==> src/rtl/pw_pkg.sv <==
// Package pw_pkg
// Shared constants and types for the two-level page table walker.
// Assumes: one entry layout at both levels, flags in the low bits,
// page number in the top bits of a 32-bit entry.
package pw_pkg;

    localparam int PW_VA_W  = 32;   // virtual and physical address width
    localparam int PW_OFF_W = 12;   // page offset width (4 KB pages)
    localparam int PW_IDX_W = 10;   // index width per table level
    localparam int PW_ENT_W = 32;   // table entry width

    // Entry flag positions
    localparam int F_VALID = 0;
    localparam int F_RD    = 1;
    localparam int F_WR    = 2;
    localparam int F_EX    = 3;
    localparam int F_REF   = 4;
    localparam int F_MOD   = 5;
    localparam int F_NC    = 6;

    // Access kind codes on req_kind
    localparam logic [1:0] KIND_FETCH = 2'd0;
    localparam logic [1:0] KIND_LOAD  = 2'd1;
    localparam logic [1:0] KIND_STORE = 2'd2;

    typedef enum logic [2:0] {
        ST_IDLE = 3'd0,
        ST_DIR  = 3'd1,
        ST_LEAF = 3'd2,
        ST_WB   = 3'd3,
        ST_DONE = 3'd4
    } walk_state_e;

    typedef enum logic [1:0] {
        RES_OK   = 2'd0,
        RES_PAGE = 2'd1,
        RES_PROT = 2'd2
    } walk_result_e;

endpackage

==> src/rtl/pw_entry_addr.sv <==
// Module pw_entry_addr
// Forms the byte address of a table entry: the table's page number
// followed by the index scaled to 4-byte entries.
// Assumes: IDX_W + 2 <= OFF_W, so the index fits inside one page.
module pw_entry_addr #(
    parameter int VA_W  = 32,
    parameter int OFF_W = 12,
    parameter int IDX_W = 10
) (
    input  logic [VA_W-OFF_W-1:0] tbl_page,
    input  logic [IDX_W-1:0]      ent_idx,
    output logic [VA_W-1:0]       ent_addr
);

    logic [OFF_W-1:0] byte_off;

    // Scale the entry index to a byte offset inside the table page
    always_comb begin
        byte_off = '0;
        byte_off[IDX_W+1:2] = ent_idx;
    end

    // Join page number and in-page offset
    assign ent_addr = {tbl_page, byte_off};

endmodule

==> src/rtl/pw_leaf_eval.sv <==
// Module pw_leaf_eval
// Judges a leaf entry against the access kind: page fault on clear
// valid, protection fault on missing permission, otherwise computes the
// entry with referenced (and, for stores, modified) set and whether it
// differs from the stored entry.
// Assumes: kind code 3 is treated like a load.
module pw_leaf_eval
    import pw_pkg::*;
#(
    parameter int ENT_W = 32
) (
    input  logic [ENT_W-1:0] leaf,
    input  logic [1:0]       kind,
    output walk_result_e     verdict,
    output logic [ENT_W-1:0] leaf_next,
    output logic             leaf_dirty
);

    logic denied;

    // Pick the permission bit the access kind needs
    always_comb begin
        unique case (kind)
            KIND_FETCH: denied = !leaf[F_EX];
            KIND_STORE: denied = !leaf[F_WR];
            default:    denied = !leaf[F_RD];
        endcase
    end

    // Decide the outcome and the updated status bits
    always_comb begin
        verdict   = RES_OK;
        leaf_next = leaf;
        if (!leaf[F_VALID]) begin
            verdict = RES_PAGE;
        end else if (denied) begin
            verdict = RES_PROT;
        end else begin
            leaf_next[F_REF] = 1'b1;
            if (kind == KIND_STORE) begin
                leaf_next[F_MOD] = 1'b1;
            end
        end
    end

    // Write-back is needed only when a status bit actually changes
    assign leaf_dirty = (verdict == RES_OK) && (leaf_next != leaf);

endmodule

==> src/rtl/pw_walk_seq.sv <==
// Module pw_walk_seq
// Sequencer for the walk: idle, first-level read, leaf read, optional
// leaf write-back, one-cycle done. Captures the request, the table page
// numbers and the results.
// Assumes: a read response arrives as a single-cycle mem_rvalid while
// the read is requested; a write completes in the cycle it is issued.
module pw_walk_seq
    import pw_pkg::*;
#(
    parameter int VA_W  = 32,
    parameter int OFF_W = 12,
    parameter int ENT_W = 32
) (
    input  logic                  clk,
    input  logic                  rst_n,
    input  logic                  req_valid,
    input  logic [VA_W-1:0]       req_vaddr,
    input  logic [1:0]            req_kind,
    input  logic [VA_W-OFF_W-1:0] dir_base,
    input  logic                  mem_rvalid,
    input  logic [ENT_W-1:0]      mem_rdata,
    input  walk_result_e          verdict,
    input  logic [ENT_W-1:0]      leaf_next,
    input  logic                  leaf_dirty,
    output walk_state_e           state,
    output logic [VA_W-1:0]       vaddr_q,
    output logic [1:0]            kind_q,
    output logic [VA_W-OFF_W-1:0] base_q,
    output logic [VA_W-OFF_W-1:0] tbl_page_q,
    output logic [ENT_W-1:0]      wb_data_q,
    output logic [VA_W-1:0]       paddr_q,
    output logic                  nc_q,
    output logic                  pf_q,
    output logic                  prot_q
);

    localparam int PPN_W = VA_W - OFF_W;

    logic [PPN_W-1:0] rd_page;

    // Page number field of the entry just returned
    assign rd_page = mem_rdata[ENT_W-1 -: PPN_W];

    // Walk state machine and result registers
    always_ff @(posedge clk) begin
        if (!rst_n) begin
            state      <= ST_IDLE;
            vaddr_q    <= '0;
            kind_q     <= '0;
            base_q     <= '0;
            tbl_page_q <= '0;
            wb_data_q  <= '0;
            paddr_q    <= '0;
            nc_q       <= 1'b0;
            pf_q       <= 1'b0;
            prot_q     <= 1'b0;
        end else begin
            unique case (state)
                ST_IDLE: begin
                    if (req_valid) begin
                        vaddr_q <= req_vaddr;
                        kind_q  <= req_kind;
                        base_q  <= dir_base;
                        state   <= ST_DIR;
                    end
                end
                ST_DIR: begin
                    if (mem_rvalid) begin
                        if (!mem_rdata[F_VALID]) begin
                            pf_q    <= 1'b1;
                            prot_q  <= 1'b0;
                            paddr_q <= '0;
                            nc_q    <= 1'b0;
                            state   <= ST_DONE;
                        end else begin
                            tbl_page_q <= rd_page;
                            state      <= ST_LEAF;
                        end
                    end
                end
                ST_LEAF: begin
                    if (mem_rvalid) begin
                        pf_q      <= (verdict == RES_PAGE);
                        prot_q    <= (verdict == RES_PROT);
                        wb_data_q <= leaf_next;
                        if (verdict == RES_OK) begin
                            paddr_q <= {rd_page, vaddr_q[OFF_W-1:0]};
                            nc_q    <= mem_rdata[F_NC];
                        end else begin
                            paddr_q <= '0;
                            nc_q    <= 1'b0;
                        end
                        state <= leaf_dirty ? ST_WB : ST_DONE;
                    end
                end
                ST_WB:   state <= ST_DONE;
                ST_DONE: state <= ST_IDLE;
                default: state <= ST_IDLE;
            endcase
        end
    end

endmodule

==> src/rtl/pt_walker.sv <==
// Module pt_walker (top)
// Two-level page table walker: translates a virtual address through a
// first-level and a leaf table in memory, reports page and protection
// faults, and writes back referenced/modified status on the leaf.
// Assumes: VA_W == OFF_W + 2*IDX_W; memory is byte addressed with
// 4-byte entries; dir_base is the page number of the first-level table.
module pt_walker
    import pw_pkg::*;
#(
    parameter int VA_W  = PW_VA_W,
    parameter int OFF_W = PW_OFF_W,
    parameter int IDX_W = PW_IDX_W,
    parameter int ENT_W = PW_ENT_W
) (
    input  logic                  clk,
    input  logic                  rst_n,
    input  logic                  req_valid,
    output logic                  req_ready,
    input  logic [VA_W-1:0]       req_vaddr,
    input  logic [1:0]            req_kind,
    input  logic [VA_W-OFF_W-1:0] dir_base,
    output logic                  mem_req,
    output logic                  mem_we,
    output logic [VA_W-1:0]       mem_addr,
    output logic [ENT_W-1:0]      mem_wdata,
    input  logic                  mem_rvalid,
    input  logic [ENT_W-1:0]      mem_rdata,
    output logic                  done,
    output logic [VA_W-1:0]       paddr,
    output logic                  uncached,
    output logic                  page_fault,
    output logic                  prot_fault
);

    localparam int PPN_W  = VA_W - OFF_W;
    localparam int LEVELS = 2;

    walk_state_e      state;
    logic [VA_W-1:0]  vaddr_q;
    logic [1:0]       kind_q;
    logic [PPN_W-1:0] base_q;
    logic [PPN_W-1:0] tbl_page_q;
    logic [ENT_W-1:0] wb_data_q;
    walk_result_e     verdict;
    logic [ENT_W-1:0] leaf_next;
    logic             leaf_dirty;

    logic [PPN_W-1:0] lvl_page [LEVELS];
    logic [IDX_W-1:0] lvl_idx  [LEVELS];
    logic [VA_W-1:0]  lvl_addr [LEVELS];

    // Level 0 indexes the first-level table, level 1 the leaf table
    assign lvl_page[0] = base_q;
    assign lvl_idx[0]  = vaddr_q[VA_W-1 -: IDX_W];
    assign lvl_page[1] = tbl_page_q;
    assign lvl_idx[1]  = vaddr_q[OFF_W+IDX_W-1 -: IDX_W];

    // One entry address generator per table level
    for (genvar lv = 0; lv < LEVELS; lv++) begin : g_level
        pw_entry_addr #(
            .VA_W  (VA_W),
            .OFF_W (OFF_W),
            .IDX_W (IDX_W)
        ) u_addr (
            .tbl_page (lvl_page[lv]),
            .ent_idx  (lvl_idx[lv]),
            .ent_addr (lvl_addr[lv])
        );
    end

    pw_leaf_eval #(
        .ENT_W (ENT_W)
    ) u_eval (
        .leaf       (mem_rdata),
        .kind       (kind_q),
        .verdict    (verdict),
        .leaf_next  (leaf_next),
        .leaf_dirty (leaf_dirty)
    );

    pw_walk_seq #(
        .VA_W  (VA_W),
        .OFF_W (OFF_W),
        .ENT_W (ENT_W)
    ) u_seq (
        .clk        (clk),
        .rst_n      (rst_n),
        .req_valid  (req_valid),
        .req_vaddr  (req_vaddr),
        .req_kind   (req_kind),
        .dir_base   (dir_base),
        .mem_rvalid (mem_rvalid),
        .mem_rdata  (mem_rdata),
        .verdict    (verdict),
        .leaf_next  (leaf_next),
        .leaf_dirty (leaf_dirty),
        .state      (state),
        .vaddr_q    (vaddr_q),
        .kind_q     (kind_q),
        .base_q     (base_q),
        .tbl_page_q (tbl_page_q),
        .wb_data_q  (wb_data_q),
        .paddr_q    (paddr),
        .nc_q       (uncached),
        .pf_q       (page_fault),
        .prot_q     (prot_fault)
    );

    // Memory port drive from the walk state
    always_comb begin
        mem_req  = (state == ST_DIR) || (state == ST_LEAF) || (state == ST_WB);
        mem_we   = (state == ST_WB);
        mem_addr = (state == ST_DIR) ? lvl_addr[0] : lvl_addr[1];
    end

    assign mem_wdata = wb_data_q;
    assign req_ready = (state == ST_IDLE);
    assign done      = (state == ST_DONE);

endmodule

==> config.mk <==
export PLATFORM = sky130hd
export DESIGN_NAME = pt_walker
export DESIGN_NICKNAME = d
export VERILOG_FILES = /design/src/rtl/pw_pkg.sv /design/src/rtl/pw_entry_addr.sv /design/src/rtl/pw_leaf_eval.sv /design/src/rtl/pw_walk_seq.sv /design/src/rtl/pt_walker.sv
export SDC_FILE = /design/constraint.sdc
export NUM_CORES = 1
export LEC_CHECK = 0
export CAP_MARGIN = 20
export CORE_UTILIZATION = 46
export CTS_CLUSTER_SIZE = 40
export DETAILED_ROUTE_END_ITERATION = 8
export GPL_TIMING_DRIVEN = 0
export HOLD_SLACK_MARGIN = 0.05
export PLACE_DENSITY_LB_ADDON = 0.15
export SLEW_MARGIN = 25
export SYNTH_ARGS = -nofsm -noshare
export SYNTH_HDL_FRONTEND = slang
export SYNTH_SLANG_ARGS = --single-unit
==> constraint.sdc <==
create_clock -name clk -period 2.2 [get_ports clk]
set_input_delay 0.44 -clock clk [delete_from_list [all_inputs] [get_ports clk]]
set_output_delay 0.44 -clock clk [all_outputs]
set_load 0.02 [all_outputs]
After elaboration in Yosys (flattened, before gate mapping). Index checks and enable logic that the tools add are counted.

Word-level logic and storage cells: 66. Register bits: 144.

Multiplexer cells: 29. Equal/unequal tests: 12. Reduce and logical (&&, ||, !) cells: 15.

Operator list (count): $mux 32 (5); $pmux 32 s2 (1); $mux 3 (5); $pmux 3 s4 (1); $mux 1 (9); $mux 2 (4); $ne 2x2->1 const B (4); $pmux 1 s2 (4); $eq 3x2->1 const B (2); $reduce_and 3->1 (2); $eq 2x2->1 const B (2); $logic_not 2->1 (2); $reduce_and 2->1 (2); $reduce_and 4->1 (1); $eq 3x1->1 const B (1); $eq 3x3->1 const B (1); $logic_not 1->1 (3); $logic_not 3->1 (1); $eq 2x1->1 const B (1); $logic_or 1x1->1 (2); $ne 2x2->1 (1); $reduce_bool 2->1 (1); $logic_and 1x1->1 (1).

Depth between registers and ports, before layout. Gate-level depths: netlist of the first run.

Depth after elaboration: 9. Gate-level depth with buffers: 7. Gate-level depth less buffers: 4.

Hierarchy. Synthesis of the first run repeated with hierarchy kept, for this count alone.

Cells, all modules: 800. Area, all modules: 7190.6 sq um.

By module, submodules not included: pw_walk_seq (cells an instance 652, area an instance 5953.2 sq um, times used 1); pw_entry_addr (cells an instance 33, area an instance 244.0 sq um, times used 2); pt_walker (cells an instance 41, area an instance 440.4 sq um, times used 1); pw_leaf_eval (cells an instance 41, area an instance 309.0 sq um, times used 1).

Worst setup path after synthesis of the first run. OpenSTA, ideal clock, no wires.

Kind: flip-flop to output port. Start: reg u_seq.state[2]. End: out mem_addr[10]. Stages on the path, launching flop included: 6. Arrival time: 1406 ps. Required time: 1760 ps. Path buffers: 2. Path slack: 354 ps. Cells stage by stage: dfxtp_1 buf_2 nand2b_1 nor2_1 buf_6 mux2_2.

Cells in the longest elaborated chain, start to end: 2.

RTL lines: from (decl) (RTL line pw_walk_seq.sv:25) `output walk_state_e state,`; from (signal assigned) (RTL line pw_walk_seq.sv:93) `state <= leaf_dirty ? ST_WB : ST_DONE;`; $eq 3x1->1 (RTL line pt_walker.sv:113) `mem_addr = (state == ST_DIR) ? lvl_addr[0] : lvl_addr[1];`; $mux 32 (RTL line pt_walker.sv:113); to (decl) (RTL line pt_walker.sv:24) `output logic [VA_W-1:0] mem_addr,`.

Every way passes these cells.

Worst setup path in the final report of the first run.
Start: reg u_seq.state[2]. End: out mem_addr[11].

Same word-level chain as after synthesis.

==> results of run 1 <==
routing by layer:
layer  global-route usage  wire, µm
met1                0.327      7440
met2                0.457      8390
met3               0.0646       962
met4               0.0892       308
met5                    0         0
power breakdown:
part,internal [W],total (W),switching (W)
Clock,0.00171,0.00274,0.00103
Sequential,0.00271,0.00278,0.0000626
Combinational,0.000537,0.00104,0.000505
Total,0.00496,0.00656,0.00160
state kept, by name, summed over array words and instances, names as in the netlist, 2 cells and up:
name and count:
u_seq.paddr_q 32, u_seq.tbl_page_q 20, u_seq.kind_q 2, u_seq.wb_data_q 32, u_seq.state 3, u_seq.vaddr_q 32
u_seq.base_q 20
critical path, delay by kind of cell, from the launching register on:
kind,cells,cell delay (ps)
buf+inv,4,490
simple gates,2,350
mux,1,290
flops,1,330
stage by stage:
step | setup TNS, ps | instance area (µm²)
after global routing | -3770 | 8670
after global placement | -9240 | 7890
final | -2280 | 8670
after detailed placement | -10260 | 7890
after CTS | -4370 | 8610
after floorplan | 0 | 5800
worst paths after layout:
| kind | from | end | depth (start not counted) |
|---|---|---|---|
| max | u_seq.state[2] | mem_addr[11] | 7 |
| min | mem_rdata[0] | u_seq.wb_data_q[0] | 3 |
| max reg2reg | u_seq.state[2] | u_seq.base_q[14] | 6 |
| min reg2reg | u_seq.base_q[4] | u_seq.base_q[4] | 2 |
kinds of logic after synthesis:
family          count (synthesis)  synth area share
flops                         144             0.498
simple gates                  241             0.172
xor+xnor                        1           0.00151
buf+inv                        55            0.0557
other cells                     1          0.000647
mux                            32            0.0626
compound gates                156             0.210
cell usage in the layout, fill, tap and decap left out, types with 2 or more instances in the layout:
master and count:
nor2_1 5, bufinv_16 2, nor2_4 2, clkbuf_1 22
nand2_1 211, a22o_1 33, a21boi_0 55, clkdlybuf4s50_1 154
conb_1 2, buf_6 31, mux2_4 20, inv_1 3
a21boi_1 50, a31oi_1 3, clkbuf_2 3, and2b_1 2
dfxtp_2 2, clkinv_2 5, nor2b_1 2, o21ai_0 5
buf_2 18, mux2_2 11, nand3_1 2, buf_4 21
clkbuf_8 2, o21a_1 2, clkbuf_16 18, and2_1 3
dfxtp_1 142, nor3_1 2, dlygate4sd2_1 4, buf_12 2
area by class of cell:
type | count | area [µm²]
flip-flops and latches | 144 | 2890
clock inverters | 7 | 85.1
plain buffers | 49 | 292
repair buffers | 203 | 2040
clock buffers | 24 | 472
multi-input cells | 432 | 2680
inverters | 3 | 11.3
well taps | 168 | 210
fillers | 958 | 3490
repair_timing:
| action | CTS | global route |
|---|---|---|
| gates resized for setup | 142 | 64 |
| buffers inserted | 8 | 6 |
| cloned | 2 | 1 |
| hold buffers | 0 | 0 |
| pin swaps | 0 | 1 |
| setup endpoints to repair | 34 | 31 |
==> results.py, run 1 <==
metrics = {
    "status": {
        "status": "complete, but fails checks",
        "violations": "negative setup slack",
    },
    "yosys": {
        "synth_common_cells": "211 x nand2_1, 144 x dfxtp_1, 55 x a21boi_0",
        "async_flop_share": 0,
        "synth_top_cell_area_share": 0.498,
        "post-synth-top-area-cell": "dfxtp_1",
        "ys_types": 45,
        "yosys_register_bits": 144,
        "syn_avg_cell_area_um2": 9.20,
        "ys_seq_area_frac": 0.498,
        "synthesis.instances": 630,
        "synthTopCellsByArea": "dfxtp_1 50%, nand2_1 14%, a21boi_0 7.1%",
        "syn_area_um2": 5790,
        "synth-edff-count": 0,
        "yosysWarningCount": 0,
        "ys.flop_type": "dfxtp_1",
        "yosysMostFrequentCell": "nand2_1",
    },
    "place": {
        "place_ws_ps": -328,
        "port_buffers": 188,
        "gp_congestion": 0.844,
        "dp_cells": 987,
        "hpwlAfterDp_um": 12000,
    },
    "detailed_routing": {
        "routed_via_density": 5.10,
        "first_pass_iters": 4,
        "postRouteWirelength_um": 17100,
        "vias": 5252,
        "wl_per_cell_um": 16.6,
        "postRouteAntennaNets": 0,
        "drt_iter0_markers": 324,
        "drc_errors": 0,
    },
    "critical_path": {
        "critPathArrivalTime_ps": 1890,
        "crit_required_ps": 1760,
        "worstSetupEndpointType": "primary output",
        "max_stage_delay_ps": 330,
        "worstSetupPathType": "register to primary output",
        "cp_slowest_cell": "dfxtp_2",
        "reg2reg_slack_ps": 390,
        "path_cells": "nand2b_4 -> nor2_4 -> buf_12 -> buf_12 -> buf_6 -> mux2_4 -> buf_6",
        "cp_max_fo": 5,
        "worstSetupStartpointType": "register",
    },
    "floorplan": {
        "num_rows": 40,
        "die_x_um": 114,
        "io_pins": 193,
        "start_util": 0.476,
        "die_y_um": 114,
        "core_um2": 12200,
        "die_area_um2": 13000,
    },
    "power_and_ir_drop": {
        "power_leakage_nw": 3.36,
        "power_w": 0.00656,
        "peakVddDrop_uv": 591,
        "power_per_cell_area_nw_per_um2": 757,
    },
    "clock_network": {
        "cts_max_level": 4,
        "cts.reportedPaths.clkPinSlew_ps": 50,
        "cts_buffer_depth": 2,
        "cts-buffers-inserted": 17,
        "cts-root-buf": "clkbuf_16",
        "clk_latency_ps": 420,
        "numClockSinks": 144,
        "cts_tree": "yes",
    },
    "cells_and_area": {
        "diodes": 0,
        "final_cells": 1030,
        "syn_to_final_growth_pct": 49.7,
        "final_util": 0.713,
        "final_layout_size_suffix_gt1_frac": 0.166,
        "final_nets": 940,
    },
    "timing": {
        "fmax_mhz": 429,
        "finalHoldViolCount": 0,
        "setup_viol": 28,
        "worstMarginPinSlew_ps": 604,
        "whs_ps": 401,
        "period_needed_ps": 2330,
        "rsz0062_at_grt": "yes",
        "skew_ps": 8.80,
        "period_share": 1.06,
        "slew_headroom": 0.597,
        "fin_ws_ps": -133,
        "final_max_slew_viol_count": 0,
    },
    "global_route": {
        "overflow": 0,
        "grt_max_degree": 17,
        "antenna_found_initial": 0,
        "grt_usage": 0.266,
        "first_global_vias": 5232,
        "grt_pass1_wl_um": 26500,
    },
    "run": {
        "cap_violations": 0,
    },
    "hold_path": {
        "hp-class": "input port to register",
    },
}
Note: power is estimated with default switching activity, not from simulation.
==> run 2: changes to the inputs <==
--- a/config.mk
+++ b/config.mk
@@ -11,6 +11,7 @@
 export DETAILED_ROUTE_END_ITERATION = 8
 export GPL_TIMING_DRIVEN = 0
 export HOLD_SLACK_MARGIN = 0.05
+export MAX_ROUTING_LAYER = met4
 export PLACE_DENSITY_LB_ADDON = 0.15
 export SLEW_MARGIN = 25
 export SYNTH_ARGS = -nofsm -noshare
==> run 2 against run 1 <==
Largest cell class unchanged. Sequential share of layout area unchanged. Power about the same. Hold slack improved by 3.4 ps. Global-route usage increased by 0.79 points. Die area unchanged. Sequential power about the same. Largest power group unchanged. Count of clock-buffer cells in the layout unchanged. Utilization unchanged. Clock power about the same. Register-to-register slack about the same. Critical endpoint unchanged. First-iteration DRC count decreased by 0.62%. The run still ends with negative setup slack left.
==> results.py, run 2 (synthesized netlist as in run 1, its figures left out) <==
metrics = {
    "global_route": {
        "grt_usage": 0.274,
        "grtUsageMet3": 0.0625,
        "grt_max_degree": 17,
        "grt_pass1_wl_um": 26500,
        "grt_use_met2": 0.457,
        "overflow": 0,
        "antenna_found_initial": 0,
        "first_global_vias": 5224,
        "met1_usage": 0.329,
        "busiest_layer": "met2",
    },
    "critical_path": {
        "max_stage_delay_ps": 330,
        "cp_max_fo": 5,
        "path_cells": "nand2b_4 -> nor2_4 -> buf_12 -> buf_12 -> buf_6 -> mux2_4 -> buf_6",
        "crit_required_ps": 1760,
        "cp_num_buf_inv": 4,
        "cp_slowest_cell": "dfxtp_2",
        "reg2reg_depth": 6,
        "reg2reg_slack_ps": 390,
        "crit_family": "buffers and inverters",
        "worstSetupPathType": "register to primary output",
        "critPathArrivalTime_ps": 1890,
        "worstSetupStartpointType": "register",
        "worstSetupEndpointType": "primary output",
        "cp.depth": 7,
    },
    "status": {
        "status": "complete, but fails checks",
        "violations": "negative setup slack",
    },
    "detailed_routing": {
        "first_pass_iters": 5,
        "drc_errors": 0,
        "vias": 5249,
        "drt_iter0_markers": 322,
        "postRouteAntennaNets": 0,
        "wl_per_cell_um": 16.6,
        "postRouteWirelength_um": 17100,
        "routed_via_density": 5.10,
    },
    "floorplan": {
        "die_y_um": 114,
        "die_area_um2": 13000,
        "die_x_um": 114,
        "io_pins": 193,
        "num_rows": 40,
        "core_um2": 12200,
        "start_util": 0.476,
    },
    "place": {
        "dpl_cell_area_um2": 7890,
        "dp_cells": 987,
        "hpwlAfterDp_um": 12000,
        "gp_congestion": 0.858,
        "port_buffers": 188,
    },
    "power_and_ir_drop": {
        "power_per_cell_area_nw_per_um2": 757,
        "p_sw_frac": 0.243,
        "p_int_w": 0.00496,
        "power_frac_seq": 0.423,
        "power_switching_w": 0.00160,
        "pwr-share-comb": 0.159,
        "peakVddDrop_uv": 592,
        "power_frac_clock": 0.418,
        "power_leakage_nw": 3.36,
    },
    "cells_and_area": {
        "syn_to_final_growth_pct": 49.7,
        "final_common_cell": "nand2_1",
        "final_cells": 1030,
        "design_area_um2": 8670,
        "final_nets": 940,
        "final_cell_mix": "211 x nand2_1, 154 x clkdlybuf4s50_1, 142 x dfxtp_1",
        "diodes": 0,
        "final_layout_size_suffix_gt1_frac": 0.166,
        "top_regs": "u_seq.paddr_q x32, u_seq.vaddr_q x32, u_seq.wb_data_q x32",
        "final_util": 0.713,
    },
    "timing": {
        "worstMarginPinSlew_ps": 598,
        "finalHoldViolCount": 0,
        "rsz0062_at_grt": "yes",
        "period_needed_ps": 2330,
        "slew_headroom": 0.602,
        "skew_ps": 3.98,
        "fmax_mhz": 429,
        "final_max_slew_viol_count": 0,
        "fin_ws_ps": -132,
        "setup_viol": 28,
        "period_share": 1.06,
    },
    "clock_network": {
        "cts.reportedPaths.clkPinSlew_ps": 60,
        "cts_hold_buf": 0,
        "clk_latency_ps": 410,
        "numClockSinks": 144,
        "cts-root-buf": "clkbuf_16",
        "cts-buffers-inserted": 17,
        "cts_buffer_depth": 2,
        "cts_tree": "yes",
        "cts_max_level": 4,
    },
    "hold_path": {
        "hp-class": "input port to register",
        "hold_depth": 3,
    },
    "run": {
        "cap_violations": 0,
    },
}
==> run 2: what timing repair did <==
item	4_1_cts	5_1_grt
pin swaps	0	1
buffers inserted	8	6
gates resized for setup	142	64
gates cloned	2	1
setup endpoints to repair	34	31
==> run 2: layout make-up <==
cell class / count / area [µm²]
well taps: 168 / 210
multi-input cells: 432 / 2680
fillers: 956 / 3490
flip-flops and latches: 144 / 2890
repair buffers: 203 / 2040
clock inverters: 7 / 85.1
plain buffers: 49 / 292
inverters: 3 / 11.3
clock buffers: 24 / 472
==> run 2: power groups by stage <==
stage	clock, W	combinational [W]	sequential (W)
floorplan	0	0.000503	0.00282
global placement	0	0.000907	0.00282
detailed placement	0	0.000924	0.00283
CTS	0.00276	0.00100	0.00277
global route	0.00288	0.00112	0.00279
finish	0.00274	0.00104	0.00278
==> run 2: metrics by stage <==
step	hold slack, ps	setup slack, ps	TNS (ps)	power [W]
2_1_floorplan	432	354	0	0.00332
3_3_place_gp	439	-318	-9240	0.00373
3_5_place_dp	442	-328	-10260	0.00375
4_1_cts	390	-229	-4370	0.00654
5_1_grt	424	-181	-3700	0.00679
6_report	404	-132	-2180	0.00656
==> run 2: per-layer routing <==
layer | vias to the layer above | part of all wire | routed length (µm)
met4 | 0 | 0.017 | 287
met2 | 159 | 0.49 | 8350
met3 | 23 | 0.049 | 828
met1 | 2509 | 0.45 | 7600
li1 | 2558 | - | -
met5 | - | 0 | 0
==> run 2: final timing paths <==
path | from | end
setup / recovery | u_seq.state[2] | mem_addr[11]
hold / removal | mem_rdata[0] | u_seq.wb_data_q[0]
setup reg to reg | u_seq.state[2] | u_seq.base_q[14]
hold reg to reg | u_seq.base_q[4] | u_seq.base_q[4]
==> run 2: worst min-delay path, cell delays in order <==
cell and delay (ps):
clkbuf_2 170, nand2_1 80, a21boi_0 60
